**src/rtl/gpio_bank_regs.sv**
```systemverilog
module gpio_bank_regs #(
  parameter int NUM_PINS = 95,
  parameter int ADDR_W   = 12
) (
  input  logic                  clk,
  input  logic                  rst_n,
  input  logic                  req,
  input  logic                  we,
  input  logic [ADDR_W-1:0]     addr,
  input  logic [31:0]           wdata,
  output logic [31:0]           rdata,
  input  logic [NUM_PINS-1:0]   pad_in,
  output logic [NUM_PINS-1:0]   pad_out,
  output logic [NUM_PINS-1:0]   pad_oe,
  output logic [NUM_PINS-1:0]   pull_up,
  output logic [NUM_PINS-1:0]   pull_dn,
  output logic [2*NUM_PINS-1:0] pin_func,
  output logic [NUM_PINS-1:0]   trig_level,
  output logic [NUM_PINS-1:0]   trig_inv,
  output logic [NUM_PINS-1:0]   host_own,
  output logic [NUM_PINS-1:0]   redir_en,
  input  logic [NUM_PINS-1:0]   irq_set,
  output logic                  irq_out,
  output logic                  irq_route
);

  // Bitmap words are selected by addr[3:2], so at most 128 pins fit.
  localparam int PW = $clog2(NUM_PINS);
  localparam int XW = ADDR_W - 3;
  localparam logic [ADDR_W-1:0] PIN_END = ADDR_W'(256 + NUM_PINS * 8);

  logic              low_page, pin_hit, wr;
  logic [3:0]        grp;
  logic [1:0]        bw;
  logic [XW-1:0]     pidx;
  logic [PW-1:0]     pn;
  logic              wr_own, wr_red, wr_sts, wr_ena;

  assign low_page = (addr[ADDR_W-1:8] == '0);
  assign grp      = addr[7:4];
  assign bw       = addr[3:2];
  assign pidx     = addr[ADDR_W-1:3] - XW'(32);
  assign pin_hit  = !low_page && (pidx < XW'(NUM_PINS));
  assign pn       = pidx[PW-1:0];
  assign wr       = req & we;
  assign wr_own   = wr & low_page & (grp == 4'h0);
  assign wr_red   = wr & low_page & (grp == 4'h1);
  assign wr_sts   = wr & low_page & (grp == 4'h8);
  assign wr_ena   = wr & low_page & (grp == 4'h9);

  logic [NUM_PINS-1:0]   out_v, dir_v, trl_v, inv_v, dis_v, own_v, red_v, sts_v, ena_v;
  logic [2*NUM_PINS-1:0] use_v, pull_v;
  logic [NUM_PINS-1:0]   sync1, sync2, sense;
  logic                  route_q;

  for (genvar i = 0; i < NUM_PINS; i++) begin : g_pin
    localparam int W = i / 32;
    localparam int B = i % 32;
    logic       wsel, c1, c2;
    logic       out_r, dir_r, trl_r, inv_r, dis_r, own_r, red_r, sts_r, ena_r;
    logic [1:0] use_r, pull_r;

    assign wsel = (bw == 2'(W));
    assign c1   = wr & pin_hit & (pn == PW'(i)) & ~addr[2];
    assign c2   = wr & pin_hit & (pn == PW'(i)) &  addr[2];

    always_ff @(posedge clk or negedge rst_n) begin
      if (!rst_n) begin
        out_r  <= 1'b0;
        dir_r  <= 1'b1;
        trl_r  <= 1'b0;
        inv_r  <= 1'b0;
        use_r  <= 2'd0;
        dis_r  <= 1'b1;
        pull_r <= 2'd0;
        own_r  <= 1'b0;
        red_r  <= 1'b0;
        ena_r  <= 1'b0;
        sts_r  <= 1'b0;
      end else begin
        if (c1) begin
          out_r <= wdata[31];
          trl_r <= wdata[4];
          inv_r <= wdata[3];
          dir_r <= wdata[2];
          use_r <= wdata[1:0];
        end
        if (c2) begin
          dis_r  <= wdata[2];
          pull_r <= wdata[1:0];
        end
        if (wr_own && wsel) own_r <= wdata[B];
        if (wr_red && wsel) red_r <= wdata[B];
        if (wr_ena && wsel) ena_r <= wdata[B];
        if (irq_set[i])                         sts_r <= 1'b1;
        else if (wr_sts && wsel && wdata[B])    sts_r <= 1'b0;
      end
    end

    assign out_v[i]        = out_r;
    assign dir_v[i]        = dir_r;
    assign trl_v[i]        = trl_r;
    assign inv_v[i]        = inv_r;
    assign dis_v[i]        = dis_r;
    assign own_v[i]        = own_r;
    assign red_v[i]        = red_r;
    assign sts_v[i]        = sts_r;
    assign ena_v[i]        = ena_r;
    assign use_v[2*i +: 2] = use_r;
    assign pull_v[2*i +: 2] = pull_r;

    assign pad_oe[i]  = ~dir_r & (use_r == 2'd1);
    assign pull_up[i] = (pull_r == 2'd2);
    assign pull_dn[i] = (pull_r == 2'd1);
  end

  assign pad_out    = out_v;
  assign pin_func   = use_v;
  assign trig_level = trl_v;
  assign trig_inv   = inv_v;
  assign host_own   = own_v;
  assign redir_en   = red_v;
  assign irq_out    = |(sts_v & ena_v);
  assign irq_route  = route_q;

  always_ff @(posedge clk or negedge rst_n) begin
    if (!rst_n) begin
      sync1 <= '0;
      sync2 <= '0;
    end else begin
      sync1 <= pad_in;
      sync2 <= sync1;
    end
  end
  assign sense = sync2 & ~dis_v;

  always_ff @(posedge clk or negedge rst_n) begin
    if (!rst_n)                                              route_q <= 1'b0;
    else if (wr && low_page && grp == 4'h7 && bw == 2'd3)    route_q <= wdata[0];
  end

  logic [127:0] own_w, red_w, sts_w, ena_w;
  always_comb begin
    own_w = '0; red_w = '0; sts_w = '0; ena_w = '0;
    own_w[NUM_PINS-1:0] = own_v;
    red_w[NUM_PINS-1:0] = red_v;
    sts_w[NUM_PINS-1:0] = sts_v;
    ena_w[NUM_PINS-1:0] = ena_v;
  end

  logic [31:0] rd_mux;
  always_comb begin
    rd_mux = '0;
    if (low_page) begin
      case (grp)
        4'h0: rd_mux = own_w[{bw, 5'b0} +: 32];
        4'h1: rd_mux = red_w[{bw, 5'b0} +: 32];
        4'h7: if (bw == 2'd3) rd_mux = {31'b0, route_q};
        4'h8: rd_mux = sts_w[{bw, 5'b0} +: 32];
        4'h9: rd_mux = ena_w[{bw, 5'b0} +: 32];
        default: rd_mux = '0;
      endcase
    end else if (pin_hit) begin
      if (addr[2])
        rd_mux = {29'b0, dis_v[pn], pull_v[{pn, 1'b0} +: 2]};
      else
        rd_mux = {out_v[pn], sense[pn], 25'b0, trl_v[pn], inv_v[pn],
                  dir_v[pn], use_v[{pn, 1'b0} +: 2]};
    end
  end

  always_ff @(posedge clk or negedge rst_n) begin
    if (!rst_n)          rdata <= '0;
    else if (req && !we) rdata <= rd_mux;
  end

  a_r5_oe_on: assert property (@(posedge clk) disable iff (!rst_n)
    (req && we && addr == ADDR_W'(256) && wdata[2:0] == 3'b001) |=> pad_oe[0]);

  a_r5_oe_off: assert property (@(posedge clk) disable iff (!rst_n)
    (req && we && addr == ADDR_W'(256) && wdata[2]) |=> !pad_oe[0]);

  a_r7_sense_off: assert property (@(posedge clk) disable iff (!rst_n)
    (req && !we && addr == ADDR_W'(256) && dis_v[0]) |=> !rdata[30]);

  a_r8_set: assert property (@(posedge clk) disable iff (!rst_n)
    irq_set[0] |=> sts_v[0]);

  a_r8_clear: assert property (@(posedge clk) disable iff (!rst_n)
    (req && we && addr == ADDR_W'(128) && wdata[0] && !irq_set[0]) |=> !sts_v[0]);

  a_r11_past_end: assert property (@(posedge clk) disable iff (!rst_n)
    (req && !we && addr >= PIN_END) |=> (rdata == 32'd0));

endmodule

```
**config.mk**
```make
export PLATFORM = sky130hd
export DESIGN_NAME = gpio_bank_regs
export DESIGN_NICKNAME = d
export VERILOG_FILES = /design/src/rtl/gpio_bank_regs.sv
export SDC_FILE = /design/constraint.sdc
export NUM_CORES = 2
export LEC_CHECK = 0
export BUFFER_PORTS_ARGS = -buffer_cell sky130_fd_sc_hd__buf_2
export CORE_AREA = 2 2 482 484
export DETAILED_ROUTE_END_ITERATION = 10
export DIE_AREA = 0 0 484 486
export PLACE_DENSITY_LB_ADDON = 0.08
export RECOVER_POWER = 100
export SLEW_MARGIN = 20
export SYNTH_ARGS = -nofsm -noshare
export SYNTH_HDL_FRONTEND = slang
export SYNTH_SLANG_ARGS = --single-unit
```
**constraint.sdc**
```tcl
create_clock -name clk -period 2.4 [get_ports clk]
set_clock_uncertainty 0.05 [all_clocks]
set_input_delay 0.48 -clock clk [delete_from_list [all_inputs] [get_ports clk]]
set_output_delay 0.48 -clock clk [all_outputs]
set_load 0.05 [all_outputs]
```
==> metrics <==
number of DRC violations after detailed-routing iteration 0=between 4k and 5k; CTS max path bufs=3; Design Power=58.2 mW; count of mapped cells out of synthesis=~5.3k; failing checks=negative setup slack; share of total power in combinational logic=0.088; classification of the worst setup path=reg -> out; Util after Layout=0.412; final setup violation count=between 900 and 1k; maximum level of the CTS H-tree=4; maximum fanout along the worst path=2; Max Clock Freq=roughly 320 MHz; DRT Wirelength=357,000 µm; result of the run=finished with violations; number of standard cells in the layout, taps in and fillers out=10.4k; I/O Buffers=around 1.2k; final weighted congestion of routability-driven global placement=slightly above 0.9; most frequently used cell type in the post-synthesis netlist=dfrtp_1; y dimension of the die=around 490 µm; biggest area contributors in the synthesized netlist=dfrtp_1 (45%), mux2_2 (18%), mux4_2 (7.6%); critical register-to-register path endpoint=rdata[30]$_DFFE_PN0P_; clock network power share=0.479; Post-DP Area=between 80,000 and 90,000 µm²; most used flip-flop cell after synthesis=dfrtp_1; number of antenna violations at the first check in global routing=between 40 and 50; power density over the cells=616 nW/µm²; fraction of post-synthesis cell area in the top cell type by area=0.455; routed vias=around 54k; max-capacitance violation count=0; starting density of the core=0.304; clock insertion delay at the later pin of the skew report=about 0.84 ns; ratio of cells with drive above 1 in the final layout=0.578; largest net degree at the start of global routing=84; Net Switching=15.0 mW; EDFF count, synth=0; startpoint type of the worst setup path=flop; Clock Root Buffer=clkbuf_16; GRT overflow=0; area of the die=235,000 µm²; Clk pin slew, worst setup/hold paths=about 0.060 ns; Mapped Area=between 60,000 and 70,000 µm²; Post-Place Worst Slack=-1.24 ns; number of CTS-inserted buffers=about 180; asr flop ratio synth=1.00; Routed wire per std cell=between 30 and 40 µm; data arrival at the endpoint of the critical path=2.63 ns; DR vias/cell=5.23; unrepaired setup endpoints after global routing=yes; commonest cells in the netlist=dfrtp_1 (1,268), mux2_2 (1,112), buf_4 (512); sequential group share of total power=0.433; Cell Int Power=43.2 mW; row count=176; final net count=~7.4k; number of hold violations in the final report=0; hold endpoint=g_pin[62].sts_r$_DFFE_PN0P_; overall die width=about 480 µm; net switching fraction of the power=0.258; area added between synthesis and finish=35.4%; reg-to-reg critical path startpoint=g_pin[66].dis_r$_DFFE_PN1P_; final worst-path cycle share=1.32; cell taking the most area after synthesis=dfrtp_1; Rel. slew slack=0.149; filler cell count in the final layout=22.2k; leakage power=about 45 nW; least setup slack across all paths after layout=-0.762 ns; post-synthesis cell type count=just over 70; Worst Tran Pin Value=between 1 and 1.5 ns; count of final max-slew check failures=0; io pins=roughly 1.2k; TritonCTS clock tree=yes; Period minus WS final=around 3.2 ns; ANT nets after route=0; global-route wire length before repair=484,000 µm; DRC=0; number of synthesized register bits=between 1k and 1.5k; CTS sink cnt=around 1.5k; Hold Crit Start=wdata[30]; post-placement cell count=between 9k and 10k; IR drop worst, VDD=slightly below 0.5 mV; area of the core=~230,000 µm²; net count after synthesis=5,503; Critical Path End Type=primary output; vias in the first global route=roughly 56k; mean instance size in the synthesized netlist=~13 µm²; global-route usage over all layers=0.296; Hold WC Path Type=in -> reg; required time reported for the critical path endpoint=approximately 1.9 ns; Warnings, synthesis=0; number of cell instances on the worst register-to-register path=7; Finished Cell Area=between 90,000 and 100,000 µm²; register-to-register setup slack=about 0.010 ns; HPWL after DPL=about 280,000 µm; fraction of the yosys area taken by sequential cells=0.526; number of detailed-routing iterations run before antenna repair=8; hold depth=3
cells in the final DEF, fill, tap and decap left out, types with 24 or more instances in the layout:
cell type	instances
a21o_1	96
a21oi_1	62
a221oi_1	34
a222oi_1	40
a22o_1	29
a22oi_1	73
a32o_1	26
a32oi_1	27
buf_12	124
buf_2	246
buf_4	870
buf_6	57
clkbuf_1	228
clkbuf_16	179
clkbuf_2	710
clkbuf_4	97
clkbuf_8	34
clkinv_2	39
dfrtp_1	1250
dfstp_2	190
dlygate4sd3_1	244
inv_1	38
mux2_1	28
mux2_2	1112
mux2i_1	34
mux4_2	235
nand2_1	360
nand3_1	57
nor2_1	81
nor2b_1	154
nor2b_2	34
nor2b_4	24
nor3b_2	56
o21ai_0	40
worst max-delay path by stage:
stage                                      endpoint                   startpoint  depth (start not counted)  slack (ns)
detailed placement            rdata[30]$_DFFE_PN0P_                      addr[4]                         11       -1.24
CTS                                         irq_out  g_pin[32].ena_r$_DFFE_PN0P_                          7       -0.81
floorplan           g_pin[80].pull_r[0]$_DFFE_PN0P_                      addr[8]                         11       -0.27
global route                                irq_out  g_pin[32].ena_r$_DFFE_PN0P_                          7       -0.78
finish                                      irq_out  g_pin[32].ena_r$_DFFE_PN0P_                          7       -0.76
global placement              rdata[30]$_DFFE_PN0P_                      addr[4]                         11       -1.17
metrics by stage:
step | hold WS, ns | setup TNS, ns
floorplan | 0.134 | -150.85
global placement | 0.284 | -461.47
detailed placement | 0.285 | -468.55
CTS | 0.0000346 | -0.966
global route | 0.0321 | -217.07
finish | 0.0549 | -136.22
registers in the layout (all words and copies together), names as in the netlist:
register,cells
g_pin.inv_r,95
g_pin.dis_r,95
g_pin.dir_r,95
sync1,95
g_pin.out_r,95
g_pin.red_r,95
rdata,32
g_pin.sts_r,95
g_pin.pull_r,190
g_pin.ena_r,95
g_pin.trl_r,95
sync2,95
g_pin.own_r,95
g_pin.use_r,190
irq_route,1
layer usage:
metal  part of all wire  wire length (µm)  up-vias  global-route usage
met3              0.059             21200      529              0.0531
met5            0.00042               150        -                   0
met4              0.052             18700       24               0.128
met2               0.48            172000     2123               0.494
li1                   -                 -    22600                   -
met1               0.41            145000    28900               0.375
power groups by stage:
stage	Sequential (mW)	Clock, mW	Combinational, mW
floorplan	25.6	0	1.91
detailed placement	25.6	0	4.86
CTS	25.2	28.4	5.27
global route	25.2	29.4	5.38
global placement	25.6	0	4.84
finish	25.2	27.9	5.12
cells by family (layout without fill, tap and decap cells):
logic type                 Yosys count  count (layout)  synth area share
AOI/OAI and AO/OA                  554             554            0.0602
adders and majority gates            2               2          0.000359
buffers and inverters              870            2920            0.0768
muxes                             1422            1422             0.267
other                                0              20                 0
and+or+nand+nor                    957             957            0.0697
DFF                               1458            1458             0.526
timing repair:
item                                    4_1_cts  5_1_grt
pin swaps                                    18       19
hold buffers                                244        0
hold endpoints to repair                    392        0
setup buffers                                37        4
resized for setup                           438      110
gates cloned                                  0        2
endpoints found under the setup margin      190       89
worst max-delay path, cell delays in order, from the launching register on:
cell,delay [ns]
dfrtp_2,0.45
a22o_4,0.34
a221oi_2,0.20
buf_4,0.21
nand3_4,0.08
nor4_4,0.17
nand3_2,0.16
buf_6,0.19
cell type report:
cell class | instances | area (µm²) | area share
antenna | 20 | 50.0 | 0.000530
clock buffer | 253 | 5040 | 0.0534
multi-input combinational | 2935 | 29200 | 0.309
tap | 3026 | 3790 | 0.0401
inverter | 42 | 164 | 0.00173
sequential | 1458 | 36700 | 0.389
timing repair buffer | 2555 | 18600 | 0.197
clock inverter | 70 | 900 | 0.00952
Power figures use the tool's default switching activity.
